$ cat src/rtl/acc_cpu_pkg.sv
package acc_cpu_pkg;

  localparam int OPC_W = 3;

  localparam logic [OPC_W-1:0] OP_HALT  = 3'b000;
  localparam logic [OPC_W-1:0] OP_LOAD  = 3'b001;
  localparam logic [OPC_W-1:0] OP_ADD   = 3'b010;
  localparam logic [OPC_W-1:0] OP_STORE = 3'b011;
  localparam logic [OPC_W-1:0] OP_JUMP  = 3'b100;

  typedef enum logic [3:0] {
    PH_FETCH_ADDR,
    PH_FETCH_WAIT,
    PH_FETCH_LATCH,
    PH_DECODE,
    PH_OPND_WAIT,
    PH_OPND_LATCH,
    PH_EXECUTE,
    PH_WRITE,
    PH_STOPPED
  } phase_e;

  typedef struct packed {
    logic mar_from_pc;
    logic mar_from_ir;
    logic mdr_from_mem;
    logic mdr_from_acc;
    logic pc_step;
    logic pc_jump;
    logic acc_load;
    logic acc_sum;
    logic mem_write;
  } xfer_t;

endpackage

$ cat src/rtl/acc_alu.sv
module acc_alu #(
  parameter int WORD_W = 8
) (
  input  logic [WORD_W-1:0] lhs,
  input  logic [WORD_W-1:0] rhs,
  output logic [WORD_W-1:0] sum
);
  // wraps modulo 2**WORD_W, carry discarded
  always_comb sum = lhs + rhs;
endmodule

$ cat src/rtl/acc_seq.sv
module acc_seq
  import acc_cpu_pkg::*;
(
  input  logic             clk,
  input  logic             rst,
  input  logic [OPC_W-1:0] ir_opc,
  output xfer_t            xfer,
  output logic             halted_o
);

  phase_e           ph_q, ph_d;
  logic [OPC_W-1:0] op_q;

  always_comb begin
    ph_d = ph_q;
    xfer = '0;
    case (ph_q)
      PH_FETCH_ADDR: begin
        xfer.mar_from_pc = 1'b1;
        ph_d = PH_FETCH_WAIT;
      end
      PH_FETCH_WAIT: ph_d = PH_FETCH_LATCH;
      PH_FETCH_LATCH: begin
        xfer.mdr_from_mem = 1'b1;
        xfer.pc_step      = 1'b1;
        ph_d = PH_DECODE;
      end
      PH_DECODE: begin
        case (ir_opc)
          OP_LOAD, OP_ADD: begin
            xfer.mar_from_ir = 1'b1;
            ph_d = PH_OPND_WAIT;
          end
          OP_STORE: begin
            xfer.mar_from_ir  = 1'b1;
            xfer.mdr_from_acc = 1'b1;
            ph_d = PH_WRITE;
          end
          OP_JUMP: begin
            xfer.pc_jump = 1'b1;
            ph_d = PH_FETCH_ADDR;
          end
          default: ph_d = PH_STOPPED;
        endcase
      end
      PH_OPND_WAIT: ph_d = PH_OPND_LATCH;
      PH_OPND_LATCH: begin
        xfer.mdr_from_mem = 1'b1;
        ph_d = PH_EXECUTE;
      end
      PH_EXECUTE: begin
        if (op_q == OP_ADD) xfer.acc_sum  = 1'b1;
        else                xfer.acc_load = 1'b1;
        ph_d = PH_FETCH_ADDR;
      end
      PH_WRITE: begin
        xfer.mem_write = 1'b1;
        ph_d = PH_FETCH_ADDR;
      end
      default: ph_d = PH_STOPPED;
    endcase
  end

  always_ff @(posedge clk) begin
    if (rst) begin
      ph_q <= PH_FETCH_ADDR;
      op_q <= OP_HALT;
    end else begin
      ph_q <= ph_d;
      if (ph_q == PH_DECODE) op_q <= ir_opc;
    end
  end

  assign halted_o = (ph_q == PH_STOPPED);


  halt_sticky_chk: assert property (@(posedge clk) disable iff (rst)
    halted_o |=> halted_o);

endmodule

$ cat src/rtl/acc_dpath.sv
module acc_dpath
  import acc_cpu_pkg::*;
#(
  parameter int WORD_W = 8,
  localparam int ADDR_W = WORD_W - OPC_W
) (
  input  logic              clk,
  input  logic              rst,
  input  xfer_t             xfer,
  input  logic [WORD_W-1:0] mem_rdata,
  output logic [ADDR_W-1:0] mar_o,
  output logic [WORD_W-1:0] mdr_o,
  output logic [WORD_W-1:0] acc_o,
  output logic [OPC_W-1:0]  ir_opc
);

  logic [ADDR_W-1:0] pc_q, mar_q;
  logic [WORD_W-1:0] mdr_q, acc_q, sum_w;
  logic [ADDR_W-1:0] operand_w;

  assign operand_w = mdr_q[ADDR_W-1:0];

  acc_alu #(.WORD_W(WORD_W)) u_alu (
    .lhs(acc_q),
    .rhs(mdr_q),
    .sum(sum_w)
  );

  always_ff @(posedge clk) begin
    if (rst) begin
      pc_q  <= ADDR_W'(1);
      mar_q <= '0;
      mdr_q <= '0;
      acc_q <= '0;
    end else begin
      if (xfer.pc_jump)      pc_q <= operand_w;
      else if (xfer.pc_step) pc_q <= pc_q + 1'b1;

      if (xfer.mar_from_pc)      mar_q <= pc_q;
      else if (xfer.mar_from_ir) mar_q <= operand_w;

      if (xfer.mdr_from_mem)      mdr_q <= mem_rdata;
      else if (xfer.mdr_from_acc) mdr_q <= acc_q;

      if (xfer.acc_load)     acc_q <= mdr_q;
      else if (xfer.acc_sum) acc_q <= sum_w;
    end
  end

  assign mar_o  = mar_q;
  assign mdr_o  = mdr_q;
  assign acc_o  = acc_q;
  assign ir_opc = mdr_q[WORD_W-1 -: OPC_W];


  pc_after_fetch_chk: assert property (@(posedge clk) disable iff (rst)
    xfer.pc_step |=> pc_q == ADDR_W'($past(mar_q) + 1'b1));

endmodule

$ cat src/rtl/acc_cpu.sv
module acc_cpu
  import acc_cpu_pkg::*;
#(
  parameter int WORD_W = 8,
  localparam int ADDR_W = WORD_W - OPC_W
) (
  input  logic              clk,
  input  logic              rst,
  output logic [ADDR_W-1:0] mem_addr,
  output logic [WORD_W-1:0] mem_wdata,
  output logic              mem_we,
  input  logic [WORD_W-1:0] mem_rdata,
  output logic              halted,
  output logic [WORD_W-1:0] acc_value
);

  xfer_t            xfer;
  logic [OPC_W-1:0] ir_opc;

  acc_seq u_seq (
    .clk      (clk),
    .rst      (rst),
    .ir_opc   (ir_opc),
    .xfer     (xfer),
    .halted_o (halted)
  );

  acc_dpath #(.WORD_W(WORD_W)) u_dpath (
    .clk       (clk),
    .rst       (rst),
    .xfer      (xfer),
    .mem_rdata (mem_rdata),
    .mar_o     (mem_addr),
    .mdr_o     (mem_wdata),
    .acc_o     (acc_value),
    .ir_opc    (ir_opc)
  );

  assign mem_we = xfer.mem_write;


  store_data_chk: assert property (@(posedge clk) disable iff (rst)
    mem_we |-> mem_wdata == acc_value);


  write_pulse_chk: assert property (@(posedge clk) disable iff (rst)
    mem_we |=> !mem_we);


  halt_quiet_chk: assert property (@(posedge clk) disable iff (rst)
    halted |=> (!mem_we && $stable(acc_value) && $stable(mem_addr)));

endmodule

$ cat config.mk
export PLATFORM = sky130hd
export DESIGN_NAME = acc_cpu
export DESIGN_NICKNAME = d
export VERILOG_FILES = /design/src/rtl/acc_cpu_pkg.sv /design/src/rtl/acc_alu.sv /design/src/rtl/acc_seq.sv /design/src/rtl/acc_dpath.sv /design/src/rtl/acc_cpu.sv
export SDC_FILE = /design/constraint.sdc
export NUM_CORES = 1
export LEC_CHECK = 0
export BUFFER_PORTS_ARGS = -buffer_cell sky130_fd_sc_hd__buf_2
export CORE_UTILIZATION = 35
export DETAILED_ROUTE_END_ITERATION = 12
export HOLD_SLACK_MARGIN = 0.08
export SYNTH_ARGS = -nofsm -noshare
export SYNTH_HDL_FRONTEND = slang
export SYNTH_HIERARCHICAL = 1
export SYNTH_SLANG_ARGS = --single-unit
$ cat constraint.sdc
create_clock -name clk -period 1.8 [get_ports clk]
set_clock_uncertainty 0.05 [all_clocks]
set_input_delay 0.36 -clock clk [delete_from_list [all_inputs] [get_ports clk]]
set_output_delay 0.36 -clock clk [all_outputs]
set_load 0.05 [all_outputs]
# Word-level counts from Yosys, hierarchy flattened
# Cells that the tools add are included.
dict set report totals {
  reg_bits 33
  inputBits 10
  output_inout_bits 23
  elab_cells 53
}
dict set report classes {
  add_sub_neg 2
  eq_ne 13
  n_mux 23
  n_reduce_logical 9
}
# operator n
set op_table {}
lappend op_table {{$mux W8} 4}
lappend op_table {{$pmux W4 S7} 1}
lappend op_table {{$mux W5} 4}
lappend op_table {{$eq A4 B3 Y1 const B} 4}
lappend op_table {{$mux W1} 12}
lappend op_table {{$pmux W4 S3} 1}
lappend op_table {{$eq A3 B2 Y1 const B} 3}
lappend op_table {{$add A8 B8 Y8} 1}
lappend op_table {{$eq A4 B2 Y1 const B} 2}
lappend op_table {{$reduce_bool A2 Y1} 4}
lappend op_table {{$reduce_or A2 Y1} 3}
lappend op_table {{$add A5 B1 Y5 const B} 1}
lappend op_table {{$eq A4 B1 Y1 const B} 1}
lappend op_table {{$eq A4 B4 Y1 const B} 1}
lappend op_table {{$logic_not A4 Y1} 1}
lappend op_table {{$eq A3 B1 Y1 const B} 1}
lappend op_table {{$eq A3 B3 Y1 const B} 1}
lappend op_table {{$reduce_or A3 Y1} 1}
lappend op_table {{$mux W2} 1}

# Depth between registers and ports, before layout
# Gate-level depths: netlist (run 1).
dict set report depth {
  word_depth 6
  depth_mapped 9
  depth_no_buf 9
}

# Modules after synthesis
# Netlist (run 1), hierarchy kept.
# mod n_inst cells_per_inst area_each_um2
set by_module_without_submodules {}
lappend by_module_without_submodules {acc_dpath 1 123 1316.3}
lappend by_module_without_submodules {acc_seq 1 50 417.9}
lappend by_module_without_submodules {acc_alu 1 42 331.6}

# Least setup slack after synthesis (run 1)
# OpenSTA, ideal clock, no wires.
dict set report synth_timing {
  path_type {register to output}
  startpoint {register u_seq.ph_q[1]}
  endpoint {output port halted}
  t_arrival_ps 2119
  required_ps 1390
  path_slack_ps -729
  stages_incl_launch_ff 3
  path_buffers 1
  path_cell_list {dfxtp_1 -> buf_2 -> nor4b_1}
}
dict set report synth_via {
  elab_chain_cells 1
}
# element line
set synth_lines {}
lappend synth_lines {{from (decl)} acc_seq.sv:11} ;# phase_e ph_q, ph_d;
lappend synth_lines {{from (signal assigned)} acc_seq.sv:69} ;# ph_q <= ph_d;
lappend synth_lines {{$eq A4 B4 Y1} acc_seq.sv:74} ;# assign halted_o = (ph_q == PH_STOPPED);
lappend synth_lines {{to (decl)} acc_cpu.sv:13} ;# output logic halted,
# Every way passes these cells.

# Worst setup path in the final report (run 1)
dict set report layout_timing {
  startpoint {register u_dpath.acc_q[0] (netlist: u_dpath/acc_o[0])}
  endpoint {register u_dpath.acc_q[6] (netlist: u_dpath/acc_o[6])}
}
dict set report layout_via {
  elab_chain_cells 3
}
# element line
set layout_lines {}
lappend layout_lines {{from (decl)} acc_dpath.sv:18} ;# logic [WORD_W-1:0] mdr_q, acc_q, sum_w;
lappend layout_lines {{from (signal assigned)} acc_dpath.sv:45} ;# if (xfer.acc_load) acc_q <= mdr_q;
lappend layout_lines {{from (signal assigned)} acc_dpath.sv:46} ;# else if (xfer.acc_sum) acc_q <= sum_w;
lappend layout_lines {{$add A8 B8 Y8} acc_alu.sv:9} ;# always_comb sum = lhs + rhs;
lappend layout_lines {{net u_dpath.sum_w[6]} acc_dpath.sv:18}
lappend layout_lines {{$mux W8} acc_dpath.sv:46}
lappend layout_lines {{$mux W8} acc_dpath.sv:45}
# The timed path passes the listed nets, and every way through them passes these cells. The select of a mux whose other input is x is not followed.
# A chain may end at the register's enable or synchronous reset.

==> results of run 1 <==
[per-layer routing]
metal / global-route usage, % / share of wire [%] / vias up
met1: 21.91 / 51 / 782
li1: - / - / 889
met2: 26.26 / 45 / 29
met3: 3.103 / 3.1 / 2
met5: 0 / 0 / -
met4: 4.364 / 0.72 / 0
[cell families (layout without fill, tap and decap cells)]
group / count (synthesis) / count (layout)
mux: 39 / 39
xor+xnor: 9 / 9
simple gates: 63 / 63
fa+ha+maj: 9 / 9
compound gates: 40 / 40
buf+inv: 22 / 88
flops: 33 / 33
[critical path, stage by stage (launching register included)]
cell and delay (ns):
dfxtp_4 0.36, ha_4 0.14, inv_2 0.04, fa_2 0.37, nor2b_4 0.15, o31a_1 0.15, o311ai_1 0.11, mux2_4 0.27
mux2i_1 0.12, nor2_1 0.05
[sequential cells by signal (all words and copies together) (netlist names)]
name	flops
u_dpath/acc_o	8
u_dpath/mar_o	5
u_dpath/mdr_o	8
u_dpath/pc_q	5
u_seq/op_q	3
u_seq/ph_q	4
[metrics by stage]
stage | util (%) | cells | hold slack [ns] | setup WS [ns] | total power, mW
finish | 48.19 | 353 | 0.2682 | -0.1058 | 1.746
floorplan | - | 215 | 0.3791 | -0.1517 | 1.041
global route | 48.19 | 353 | 0.2671 | -0.2185 | 1.837
CTS | 47.26 | 350 | 0.2607 | -0.1319 | 1.762
global placement | 45.45 | 342 | 0.3933 | -0.09323 | 1.143
detailed placement | 45.45 | 342 | 0.4022 | -0.1216 | 1.144
[worst min-delay path by stage]
| stage | from | to | slack (ns) | depth (start not counted) |
|---|---|---|---|---|
| after floorplan | rst | u_seq/op_q[0]$_SDFFE_PP0N_ | 0.38 | 1 |
| after global placement | u_seq/op_q[2]$_SDFFE_PP0N_ | u_seq/op_q[2]$_SDFFE_PP0N_ | 0.39 | 2 |
| after detailed placement | u_seq/op_q[2]$_SDFFE_PP0N_ | u_seq/op_q[2]$_SDFFE_PP0N_ | 0.40 | 2 |
| after CTS | mem_rdata[0] | u_dpath/mdr_o[0]$_SDFFE_PP0P_ | 0.26 | 3 |
| after global routing | mem_rdata[5] | u_dpath/mdr_o[5]$_SDFFE_PP0P_ | 0.27 | 3 |
| final | mem_rdata[0] | u_dpath/mdr_o[0]$_SDFFE_PP0P_ | 0.27 | 3 |
[Yosys cell counts, types with 3 or more instances]
| library cell | number |
|---|---|
| dfxtp_1 | 33 |
| mux2_2 | 6 |
| nand2b_1 | 5 |
| inv_1 | 8 |
| buf_2 | 6 |
| ha_1 | 8 |
| nor3_1 | 3 |
| o211ai_1 | 3 |
| buf_4 | 3 |
| a211oi_1 | 8 |
| buf_6 | 3 |
| xnor2_1 | 6 |
| nor2b_1 | 4 |
| xor2_1 | 3 |
| a21oi_1 | 13 |
| mux2_4 | 13 |
| nor2_1 | 26 |
| nand2_1 | 12 |
| o21a_1 | 6 |
| mux2i_1 | 20 |
[timing repair]
item / CTS / global route
setup buffers: 0 / 3
gates resized for setup: 0 / 8
setup endpoints to repair: 3 / 14
pin swaps: 0 / 2
cloned: 0 / 0
[layout make-up]
class	instances	area (µm²)
Sequential cell	33	689.4
Clock inverter	1	5.005
Clock buffer	7	96.34
Timing Repair Buffer	72	462.9
Fill cell	565	2905
Multi-Input combinational cell	160	1329
Inverter	8	30.03
Tap cell	72	90.09
[power groups by stage]
stage	registers (mW)	logic (mW)	clock network, mW
finish	0.784	0.350	0.611
CTS	0.784	0.346	0.632
detailed placement	0.800	0.344	0
global route	0.789	0.383	0.665
floorplan	0.844	0.198	0
global placement	0.800	0.344	0
==> key figures, run 1 <==
GRT
  – Total grt overflow: 0
  – Vias in the first global route: 1658
  – Initial antenna violation count: 0
  – Gr usage total: 16.19%
  – First-pass GRT wire length: 7879 µm
  – Largest net degree at the start of global routing: 25

Timing
  – Count of final setup violators: 2
  – Slew headroom: 71.34%
  – Final Slew Violations: 0
  – RSZ-0062 raised after global routing: true
  – Final Critical Period: 1.906 ns
  – Setup tns final: -0.1257 ns
  – Fin crit share: 105.9%
  – Hold Violations, Final: 0
  – Final WS setup: -0.1058 ns
  – Worst-margin pin slew: 0.4299 ns
  – Fmax: 524.7 MHz

Floorplanning
  – Die Wd: 78.83 µm
  – Initial core utilization: 36.84%
  – Die area: 6213 µm²
  – Die height: 78.83 µm
  – Core area: 5608 µm²
  – Row count: 27
  – Ports: 33

Worst setup path
  – R2r startpoint: u_dpath/acc_o[0]$_SDFFE_PP0P_
  – CP Capture Point: u_dpath/acc_o[6]$_SDFFE_PP0P_
  – Critical Path End Type: flip-flop
  – Crit-path max FO: 3
  – Worst Reg-to-Reg Cells: 9
  – Crit. Startpoint: u_dpath/acc_o[0]$_SDFFE_PP0P_
  – Critical Path AT: 2.03 ns
  – R2R setup slack: -0.11 ns
  – WS Path Type: reg -> reg
  – Worst EP required: 1.92 ns
  – Reg2reg end: u_dpath/acc_o[6]$_SDFFE_PP0P_
  – Critical Path Start Type: flip-flop

CTS
  – Htree depth: 2
  – Clock Latency Late Sink: 0.28 ns
  – Root Buffer Master: clkbuf_8
  – TritonCTS clock tree: done
  – CTS sink cnt: 33
  – CTS Buf Count: 5
  – Reg clk slew, reported paths: 0.07 ns
  – Clk buf depth: 2
  – Hold buffer count at CTS: 0

Pwr
  – Sw frac: 27.91%
  – Worst vdd ir: 0.3721 mV
  – P_sw: 0.4871 mW
  – Sequential power share: 44.9%
  – Static Leak: 1.181 nW
  – Cell Int Power: 1.258 mW
  – Pwr/cell area: 645.9 nW/µm²
  – Comb pwr share: 20.1%
  – Clock share of power: 35.0%

Routing
  – DR WL/cell: 13.36 µm
  – Vias per std cell: 4.822
  – Drt drc: 0
  – Antenna Violating Nets Remaining: 0
  – Routed WL: 4716 µm
  – Via count: 1702
  – Drt pass-1 iters: 4
  – 1st-iter DRT viols: 92

Cells and area
  – Nets@finish: 299
  – Layout cell share with drive strength beyond 1: 44.13%
  – Layout area overhead: 30.83%
  – Commonest cells after routing, fill and taps aside: buf_4, buf_2, nor2_1
  – Antenna cell count: 0
  – Finished Cell Area: 2703 µm²
  – Commonest non-fill, non-tap cell in the layout: buf_4

Yosys
  – Register bit total from synthesis: 33
  – Synth Area in Simple Gates: 16.90%
  – Mean Syn Cell Area: 9.608 µm²
  – Post-synthesis mux area share: 22.41%
  – Top cells by area, synth: dfxtp_1, mux2i_1, mux2_4, ha_1, nor2_1
  – Post-synthesis adder-cell area fraction: 5.815%
  – Synth async-reset ratio: 0%
  – Synth Flop Type: dfxtp_1
  – Yosys warnings: 6
  – EDFF count, synth: 0
  – Mapped Nets: 234
  – Sequential share of the synthesized area: 31.98%
  – Library cells used by synthesis: 42
  – Cells after Synth: 215
  – Post-Syn Area: 2066 µm²
  – Cell taking the most area after synthesis: dfxtp_1
  – Post-synth top area share: 31.98%
  – Combinational family with the most area after synthesis: multiplexers
  – XOR/XNOR Fraction of Synth Area: 3.816%
  – Synth Area in Compound Gates: 13.08%

Run status
  – Violated checks: negative setup slack
  – Status: finished with violations

Place
  – Post-detail-place hpwl: 3645 µm
  – I/O Buffers: 32
  – GPL Wtd Cong: 0.8036
  – Area post-placement: 2549 µm²

Hold path
  – Min-Delay Path Class: in -> reg

Job
  – Max_cap viols: 0
Power figures use the tool's default switching activity.
==> run 2, diff against run 1 <==
--- a/config.mk
+++ b/config.mk
@@ -6,9 +6,11 @@
 export NUM_CORES = 1
 export LEC_CHECK = 0
 export BUFFER_PORTS_ARGS = -buffer_cell sky130_fd_sc_hd__buf_2
+export CAP_MARGIN = 10
 export CORE_UTILIZATION = 35
 export DETAILED_ROUTE_END_ITERATION = 12
 export HOLD_SLACK_MARGIN = 0.08
+export MAX_ROUTING_LAYER = met4
 export SYNTH_ARGS = -nofsm -noshare
 export SYNTH_HDL_FRONTEND = slang
 export SYNTH_HIERARCHICAL = 1
==> run 2 against run 1 <==
The run still ends with negative setup slack left. Flip-flop and latch count stayed put. Setup slack stayed put. Clock power hardly changed. First-iteration DRC count is 4.3% lower. Highest routed layer unchanged.
==> key figures, run 2 (synthesis gave the netlist of run 1 again) <==
Run status
  – Status: finished with violations
  – Violated checks: negative setup slack

Timing
  – Hold WS: 0.2682 ns (unchanged)
  – Final Critical Period: 1.906 ns (unchanged)
  – Hold Violations, Final: 0 (unchanged)
  – Fmax: 524.7 MHz (unchanged)
  – Final WS setup: -0.1058 ns (unchanged)
  – Slew headroom: 71.34% (about the same)
  – Fin crit share: 105.9% (unchanged)
  – Final Slew Violations: 0 (unchanged)
  – RSZ-0062 raised after global routing: true
  – Count of final setup violators: 2 (unchanged)
  – Setup tns final: -0.1257 ns (unchanged)
  – Worst-margin pin slew: 0.4299 ns (+0.000008464 ns)

Floorplanning
  – Ports: 33 (unchanged)
  – Initial core utilization: 36.84% (unchanged)
  – Row count: 27 (unchanged)
  – Die area: 6213 µm² (unchanged)
  – Die height: 78.83 µm (unchanged)
  – Die Wd: 78.83 µm (unchanged)
  – Core area: 5608 µm² (unchanged)

Hold path
  – Hold Path Origin: mem_rdata[0]
  – Min-Delay Path Class: in -> reg

GRT
  – Met3 Resource Use GR: 3.103% (unchanged)
  – Largest net degree at the start of global routing: 25 (unchanged)
  – Gr busiest metal: met2
  – Vias in the first global route: 1658 (unchanged)
  – Met1 Track Usage GR: 21.91% (unchanged)
  – First-pass GRT wire length: 7879 µm (unchanged)
  – Met2 usage: 26.26% (unchanged)
  – Gr usage total: 16.64% (+0.45 points)
  – Initial antenna violation count: 0 (unchanged)
  – Total grt overflow: 0 (unchanged)

Worst setup path
  – Critical Path AT: 2.03 ns (about the same)
  – Crit. Startpoint: u_dpath/acc_o[0]$_SDFFE_PP0P_
  – Critical Path End Type: flip-flop
  – Crit-path max FO: 3 (unchanged)
  – R2r startpoint: u_dpath/acc_o[0]$_SDFFE_PP0P_
  – Worst EP required: 1.92 ns (about the same)
  – WS Path Type: reg -> reg
  – Critical Path Start Type: flip-flop

Pwr
  – Power, Total: 1.746 mW (unchanged)
  – Pwr/cell area: 645.9 nW/µm² (unchanged)
  – Worst vdd ir: 0.3721 mV (unchanged)
  – Static Leak: 1.181 nW (unchanged)

Cells and area
  – Layout cell share with drive strength beyond 1: 44.13% (unchanged)
  – Commonest cells after routing, fill and taps aside: buf_4, buf_2, nor2_1
  – Antenna cell count: 0 (unchanged)
  – Commonest non-fill, non-tap cell in the layout: buf_4
  – Post-Route Utilization: 48.19% (unchanged)
  – Nets@finish: 299 (unchanged)
  – Layout area overhead: 30.83% (unchanged)

CTS
  – TritonCTS clock tree: done
  – Root Buffer Master: clkbuf_8
  – CTS Buf Count: 5 (unchanged)
  – Clk buf depth: 2 (unchanged)
  – Hold buffer count at CTS: 0 (unchanged)
  – CTS sink cnt: 33 (unchanged)
  – Htree depth: 2 (unchanged)
  – Reg clk slew, reported paths: 0.07 ns (about the same)
  – Clock Latency Late Sink: 0.28 ns (about the same)

Routing
  – DR WL/cell: 13.36 µm (unchanged)
  – Routed WL: 4716 µm (unchanged)
  – Antenna Violating Nets Remaining: 0 (unchanged)
  – Drt drc: 0 (unchanged)
  – Drt pass-1 iters: 4 (unchanged)
  – Via count: 1702 (unchanged)
  – 1st-iter DRT viols: 88 (-4.3%)
  – Vias per std cell: 4.822 (unchanged)

Job
  – Max_cap viols: 0 (unchanged)

Place
  – I/O Buffers: 32 (unchanged)
  – Dpl ws: -0.1216 ns (unchanged)
  – Post-detail-place hpwl: 3645 µm (unchanged)
  – GPL Wtd Cong: 0.8152 (+1.4%)
==> run 2: cell counts in the layout (fill, tap and decap cells not counted) <==
Identical to the previous run, type by type.
==> run 2: power by group <==
part | total [mW] | switching, mW | internal [mW]
clock network | 0.611 | 0.266 | 0.346
registers | 0.784 | 0.0286 | 0.755
logic | 0.350 | 0.193 | 0.157
total | 1.75 | 0.487 | 1.26
==> run 2: layer usage <==
metal	part of all wire (%)	wire length (µm)	vias to the layer above
met1	51	2428	782
li1	-	-	889
met5	0	0	-
met2	45	2108	29
met4	0.72	34	0
met3	3.1	145	2
==> run 2: worst max-delay path, stage by stage, from the launching register on <==
cell	delay [ns]
dfxtp_4	0.36
ha_4	0.14
inv_2	0.04
fa_2	0.37
nor2b_4	0.15
o31a_1	0.15
o311ai_1	0.11
mux2_4	0.27
mux2i_1	0.12
nor2_1	0.05
==> run 2: final timing paths <==
kind                                    to  cells past startpoint  slack, ns
max          u_dpath/acc_o[6]$_SDFFE_PP0P_                      9      -0.11
min          u_dpath/mdr_o[0]$_SDFFE_PP0P_                      3       0.27
max reg2reg  u_dpath/acc_o[6]$_SDFFE_PP0P_                      9      -0.11
min reg2reg     u_seq/op_q[2]$_SDFFE_PP0N_                      2       0.41
==> run 2: final cells by class <==
cell class | instances | area (µm²)
clock buffers | 7 | 96.34
clock inverters | 1 | 5.005
fillers | 565 | 2905
inverters | 8 | 30.03
multi-input cells | 160 | 1329
flip-flops and latches | 33 | 689.4
well taps | 72 | 90.09
repair buffers | 72 | 462.9
==> run 2: timing repair <==
action,CTS,global route
buffers inserted,0,3
endpoints found under the setup margin,3,14
gates cloned,0,0
pin swaps,0,2
resized for setup,0,8
==> run 2: through the flow <==
stage	cells	instance area [µm²]
5_1_grt	353	2703
2_1_floorplan	215	2115
6_report	353	2703
3_3_place_gp	342	2549
4_1_cts	350	2650
3_5_place_dp	342	2549
